<file path="src/rtl/tsense_pkg.sv">
package tsense_pkg;
  localparam int TEMP_W   = 12;
  localparam int RES_W    = 2;
  localparam int MIN_BITS = 9;

  typedef enum logic {
    ST_IDLE = 1'b0,
    ST_CONV = 1'b1
  } seq_state_e;

  // Keeps the top (MIN_BITS + code) bits of a result and clears the rest.
  function automatic logic [TEMP_W-1:0] keep_mask(input logic [RES_W-1:0] code);
    logic [TEMP_W-1:0] m;
    m = '1;
    m = m << ((TEMP_W - MIN_BITS) - int'(code));
    return m;
  endfunction
endpackage

</file>
<file path="src/rtl/tsense_conv_timer.sv">
module tsense_conv_timer #(
  parameter int BASE_TICKS = 8,
  parameter int RES_W      = 2,
  parameter int CNT_W      = 8
) (
  input  logic             clk,
  input  logic             rst_n,
  input  logic             load_i,
  input  logic             run_i,
  input  logic [RES_W-1:0] res_i,
  output logic             expire_o
);
  localparam int MAX_SPAN = BASE_TICKS << ((1 << RES_W) - 1);

  logic [CNT_W-1:0] cnt_q, cnt_d, span;
  logic             cnt_en;

  always_comb begin
    span   = CNT_W'(BASE_TICKS) << res_i;
    cnt_en = load_i | run_i;
    cnt_d  = cnt_q;
    if (load_i)
      cnt_d = span - CNT_W'(1);
    else if (run_i && (cnt_q != '0))
      cnt_d = cnt_q - CNT_W'(1);
  end

  always_ff @(posedge clk or negedge rst_n) begin
    if (!rst_n)
      cnt_q <= '0;
    else if (cnt_en)
      cnt_q <= cnt_d;
  end

  assign expire_o = run_i && (cnt_q == '0);

  // the countdown never exceeds the longest conversion
  assert_count_range_R1: assert property (@(posedge clk) disable iff (!rst_n)
    int'(cnt_q) < MAX_SPAN);

  // a running count that has not expired moves down by one
  assert_count_step_R1: assert property (@(posedge clk) disable iff (!rst_n)
    (run_i && !load_i && cnt_q != '0) |=> (cnt_q == $past(cnt_q) - CNT_W'(1)));
endmodule

</file>
<file path="src/rtl/tsense_result_reg.sv">
module tsense_result_reg
  import tsense_pkg::*;
(
  input  logic              clk,
  input  logic              rst_n,
  input  logic              capture_i,
  input  logic [RES_W-1:0]  res_i,
  input  logic [TEMP_W-1:0] sample_i,
  output logic [TEMP_W-1:0] temp_o,
  output logic              done_o
);
  logic [TEMP_W-1:0] temp_q, temp_d;
  logic              done_q;

  always_comb begin
    temp_d = sample_i & keep_mask(res_i);
  end

  always_ff @(posedge clk or negedge rst_n) begin
    if (!rst_n)
      temp_q <= '0;
    else if (capture_i)
      temp_q <= temp_d;
  end

  always_ff @(posedge clk or negedge rst_n) begin
    if (!rst_n)
      done_q <= 1'b0;
    else
      done_q <= capture_i;
  end

  assign temp_o = temp_q;
  assign done_o = done_q;

  // the result only moves together with the done pulse
  assert_temp_hold_R3: assert property (@(posedge clk) disable iff (!rst_n)
    !done_q |-> $stable(temp_q));
endmodule

</file>
<file path="src/rtl/tsense_conv_seq.sv">
module tsense_conv_seq
  import tsense_pkg::*;
#(
  parameter int BASE_TICKS = 8
) (
  input  logic              clk,
  input  logic              rst_n,
  input  logic              shutdown_i,
  input  logic [1:0]        res_sel_i,
  input  logic              cfg_wr_i,
  input  logic              oneshot_i,
  input  logic [TEMP_W-1:0] sample_i,
  output logic [TEMP_W-1:0] temp_o,
  output logic              conv_done_o,
  output logic              active_o
);
  localparam int MAX_SPAN = BASE_TICKS << ((1 << RES_W) - 1);
  localparam int CNT_W    = $clog2(MAX_SPAN) + 1;

  seq_state_e       state_q, state_d;
  logic [RES_W-1:0] res_q;
  logic             start, expire, running, single_req;

  assign running    = (state_q == ST_CONV);
  assign single_req = cfg_wr_i && oneshot_i;

  always_comb begin
    start   = 1'b0;
    state_d = state_q;
    case (state_q)
      ST_IDLE: begin
        if (!shutdown_i || single_req) begin
          start   = 1'b1;
          state_d = ST_CONV;
        end
      end
      ST_CONV: begin
        if (expire) begin
          if (shutdown_i)
            state_d = ST_IDLE;
          else
            start = 1'b1;
        end
      end
      default: state_d = ST_IDLE;
    endcase
  end

  always_ff @(posedge clk or negedge rst_n) begin
    if (!rst_n)
      state_q <= ST_IDLE;
    else
      state_q <= state_d;
  end

  // Resolution is sampled once per conversion, at its start.
  always_ff @(posedge clk or negedge rst_n) begin
    if (!rst_n)
      res_q <= '0;
    else if (start)
      res_q <= res_sel_i;
  end

  tsense_conv_timer #(
    .BASE_TICKS (BASE_TICKS),
    .RES_W      (RES_W),
    .CNT_W      (CNT_W)
  ) u_timer (
    .clk      (clk),
    .rst_n    (rst_n),
    .load_i   (start),
    .run_i    (running),
    .res_i    (res_sel_i),
    .expire_o (expire)
  );

  tsense_result_reg u_result (
    .clk       (clk),
    .rst_n     (rst_n),
    .capture_i (expire),
    .res_i     (res_q),
    .sample_i  (sample_i),
    .temp_o    (temp_o),
    .done_o    (conv_done_o)
  );

  assign active_o = running;

  // a result only follows a cycle spent converting
  assert_done_after_conv_R3: assert property (@(posedge clk) disable iff (!rst_n)
    conv_done_o |-> $past(active_o));

  // the sequencer goes idle only on a completed conversion
  assert_stop_on_done_R6: assert property (@(posedge clk) disable iff (!rst_n)
    $fell(active_o) |-> conv_done_o);

  // low bits below the conversion's precision are zero
  assert_low_bits_clear_R2: assert property (@(posedge clk) disable iff (!rst_n)
    conv_done_o |-> ((temp_o & ~keep_mask($past(res_q))) == '0));

  // with shutdown clear the block never stays idle
  assert_continuous_R5: assert property (@(posedge clk) disable iff (!rst_n)
    (!active_o && !shutdown_i) |=> active_o);

  // a one-shot write from idle starts a conversion
  assert_oneshot_start_R7: assert property (@(posedge clk) disable iff (!rst_n)
    (!active_o && cfg_wr_i && oneshot_i) |=> active_o);
endmodule

</file>
<file path="config.mk">
export PLATFORM = sky130hd
export DESIGN_NAME = tsense_conv_seq
export DESIGN_NICKNAME = d
export VERILOG_FILES = /design/src/rtl/tsense_pkg.sv /design/src/rtl/tsense_conv_timer.sv /design/src/rtl/tsense_result_reg.sv /design/src/rtl/tsense_conv_seq.sv
export SDC_FILE = /design/constraint.sdc
export NUM_CORES = 1
export LEC_CHECK = 0
export BUFFER_PORTS_ARGS = -buffer_cell sky130_fd_sc_hd__buf_2
export CORE_MARGIN = 1
export CORE_UTILIZATION = 30
export CTS_CLUSTER_DIAMETER = 50
export DETAILED_ROUTE_END_ITERATION = 8
export GPL_TIMING_DRIVEN = 0
export PLACE_DENSITY = 0.51
export SYNTH_ARGS = -nofsm -noshare
export SYNTH_HDL_FRONTEND = slang
export SYNTH_SLANG_ARGS = --single-unit
</file>
<file path="constraint.sdc">
create_clock -name clk -period 2.31 [get_ports clk]
set_input_delay 0.231 -clock clk [delete_from_list [all_inputs] [get_ports clk]]
set_output_delay 0.231 -clock clk [all_outputs]
set_load 0.005 [all_outputs]
</file>
==> metrics.csv <==
metric,value,unit
"Hold Vio Cnt, Final",0,
final wirelength,2670,um
share of layout cells above drive strength 1,0.340,
cell with the most instances after synthesis,nand2_1,
DR vias,1029,
initial DRC count,42,
setup TNS,0,ns
syn avg cell area,9.36,sq um
all-layer global routing usage,0.149,
Yosys cell types,35,
worst-path cell chain,or4_4 > o22ai_4 > buf_6 > nand2b_4 > ha_4 > nor3b_4 > o22ai_1 > a22o_1,
"Clk Latency, worst-skew pair",0.26,ns
fin nets,183,
Crit-path slowest cell,or4_4,
Ports,33,
placed insts,197,
H-tree depth,1,
register area,579,sq um
Synth top area share,0.517,
DP HPWL,1890,um
yosys warns,0,
post-DR wirelength/cell,12.8,um
Power Dens Cells,1040,nW/um^2
Synth Cell Area,1110,sq um
Core Region,3440,sq um
Clock Pin Slew Worst Setup and Hold Paths,0.08,ns
Residual DRC,0,
synthesized flop and latch total,23,
GPL Wtd Cong,0.839,
Static Leak,0.000645,uW
number of synthesized flops with an enable pin,0,
Die H,62.9,um
Synth-to-Final Area Change,32.7,%
Syn Nets,139,
register area share after synthesis,0.517,
critical path startpoint category,flop,
CP required,2.46,ns
Tightest Hold Check Type,input port to flop,
vias in the first global route,963,
max-cap violations,0,
final setup fails,0,
Worst VDD drop,0.428,mV
CP Capture Type,flop,
Synth Flop Type,dfrtp_1,
final non-filler cell total,208,
Worst path max stage delay,0.57,ns
first-pass GRT wire length,4540,um
Synth Instances,119,
drt first pass iters,4,
CP top delay family,simple AND/OR/NAND/NOR gates,
CP Class,flop to flop,
Ant. Diodes,0,
Starting Density,0.324,
crit path DAT,2.38,ns
cell taking the most area after synthesis,dfrtp_1,
Hold WS,0.162,ns
Async SR Flop Fraction,1.00,
CP max FO,7,
largest net degree at the start of global routing,24,
top post-synthesis cells by count,"nand2_1, dfrtp_1, a21oi_1",
Rows,21,
"top cells by area, synth","dfrtp_1, nand2_1, a21oi_1",
Achievable Freq,448,MHz
Multi-input gate area,546,sq um
WP buf/inv,1,
Die W,62.9,um
CTS buffer count,3,
IO buf count,32,
grt ovf,0,
fin crit period,2.23,ns
FILL cells,349,
vias per inst,4.95,
max-slew violation count,0,
Final Cycle Share,0.967,
clock sinks,23,
maximum root-to-sink buffer count,2,
Final ANT Viol Nets,0,
RSZ-0062 raised after global routing,no,
CTS tree,done,
Tightest Pin Transition,0.619,ns
status,completed,
Slew Limit Headroom,0.583,
Worst Skew,0.00573,ns
die area,3960,sq um
initial antenna violation count,0,
Root Buffer,clkbuf_8,
layer usage:
| metal | vias up | GRT usage | wire, um |
|---|---|---|---|
| li1 | 506 | - | - |
| met1 | 481 | 0.193 | 1210 |
| met2 | 40 | 0.241 | 1270 |
| met3 | 2 | 0.0401 | 174 |
| met4 | 0 | 0.0436 | 15 |
| met5 | - | 0 | 0 |
worst reg2reg max path: stages, from the launching register on:
cell and delay [ns]:
dfrtp_2 0.41, or4_4 0.57, o22ai_4 0.16, buf_6 0.12, nand2b_4 0.12, ha_4 0.17, nor3b_4 0.22, o22ai_1 0.10
a22o_1 0.25
power breakdown:
| part | switching, uW | internal, uW |
|---|---|---|
| sequential | 129 | 558 |
| clock | 118 | 123 |
| combinational | 284 | 327 |
| total | 531 | 1010 |
placed cells by master (no fill, tap or decap), drive strengths merged:
master and instances:
o31a 1, o221ai 1, or2 1, dlygate4sd3 1, nand4b 1, nor3 4
nand2 34, nor4 2, clkbuf 6, ha 1, mux2 2, or3 1
nand3 3, nand3b 1, nor4b 1, a21oi 6, nor2 5, buf 40
a22o 3, o22ai 4, mux2i 2, o21ai 5, or4 2, o22a 1
and3 1, o211ai 2, nand2b 1, nor3b 2, a21boi 1, o2bb2ai 1
inv 3, dfrtp 23
worst paths after layout:
path / start / endpoint / slack, ns / depth (start not counted)
worst min register to register: u_result.temp_o[3]$_DFFE_PN0N_ / u_result.temp_o[3]$_DFFE_PN0N_ / 0.47 / 2
min in group asynchronous: rst_n / u_timer.cnt_q[6]$_DFFE_PN0P_ / 0.48 / 2
worst max-delay path: u_timer.cnt_q[3]$_DFFE_PN0P_ / u_timer.cnt_q[4]$_DFFE_PN0P_ / 0.08 / 8
worst max register to register: u_timer.cnt_q[3]$_DFFE_PN0P_ / u_timer.cnt_q[4]$_DFFE_PN0P_ / 0.08 / 8
worst min-delay path: sample_i[9] / u_result.temp_o[9]$_DFFE_PN0N_ / 0.16 / 3
max in group asynchronous: rst_n / u_timer.cnt_q[4]$_DFFE_PN0P_ / 1.46 / 2
through the flow:
step           power (uW)  utilization  cell area [sq um]  worst slack, ns
2_1_floorplan         979            -               1110           0.0189
3_3_place_gp         1150        0.387               1330           -0.265
3_5_place_dp         1160        0.387               1330           -0.289
4_1_cts              1490        0.417               1440          0.00153
5_1_grt              1660        0.429               1480          0.00593
6_report             1540        0.429               1480           0.0763
cell families (layout without fill, tap and decap cells):
logic type	Yosys count	in the layout	share of synthesized area
and+or+nand+nor	59	59	0.249
buffers and inverters	7	50	0.0315
AOI/OAI and AO/OA	25	25	0.153
DFF	23	23	0.517
adders and majority gates	1	1	0.0112
muxes	4	4	0.0382
final cells by class:
type / count / share of cell area
Timing Repair Buffer: 39 / 0.146
Tap cell: 46 / 0.0389
Inverter: 3 / 0.00762
Sequential cell: 23 / 0.392
Buffer: 4 / 0.0161
Multi-Input combinational cell: 89 / 0.369
Clock buffer: 4 / 0.0305
timing repair:
item	4_1_cts	5_1_grt
hold endpoints to repair	23	0
gates resized for setup	6	4
hold buffers	1	0
endpoints found under the setup margin	2	2
buffers inserted	3	3
cloned	0	0
sequential cells by signal, summed over array words and instances, names as in the netlist:
| name | cells |
|---|---|
| u_result.temp_o | 12 |
| u_timer.cnt_q | 7 |
| res_q | 2 |
| active_o | 1 |
| u_result.done_o | 1 |
Power figures use the tool's default switching activity.
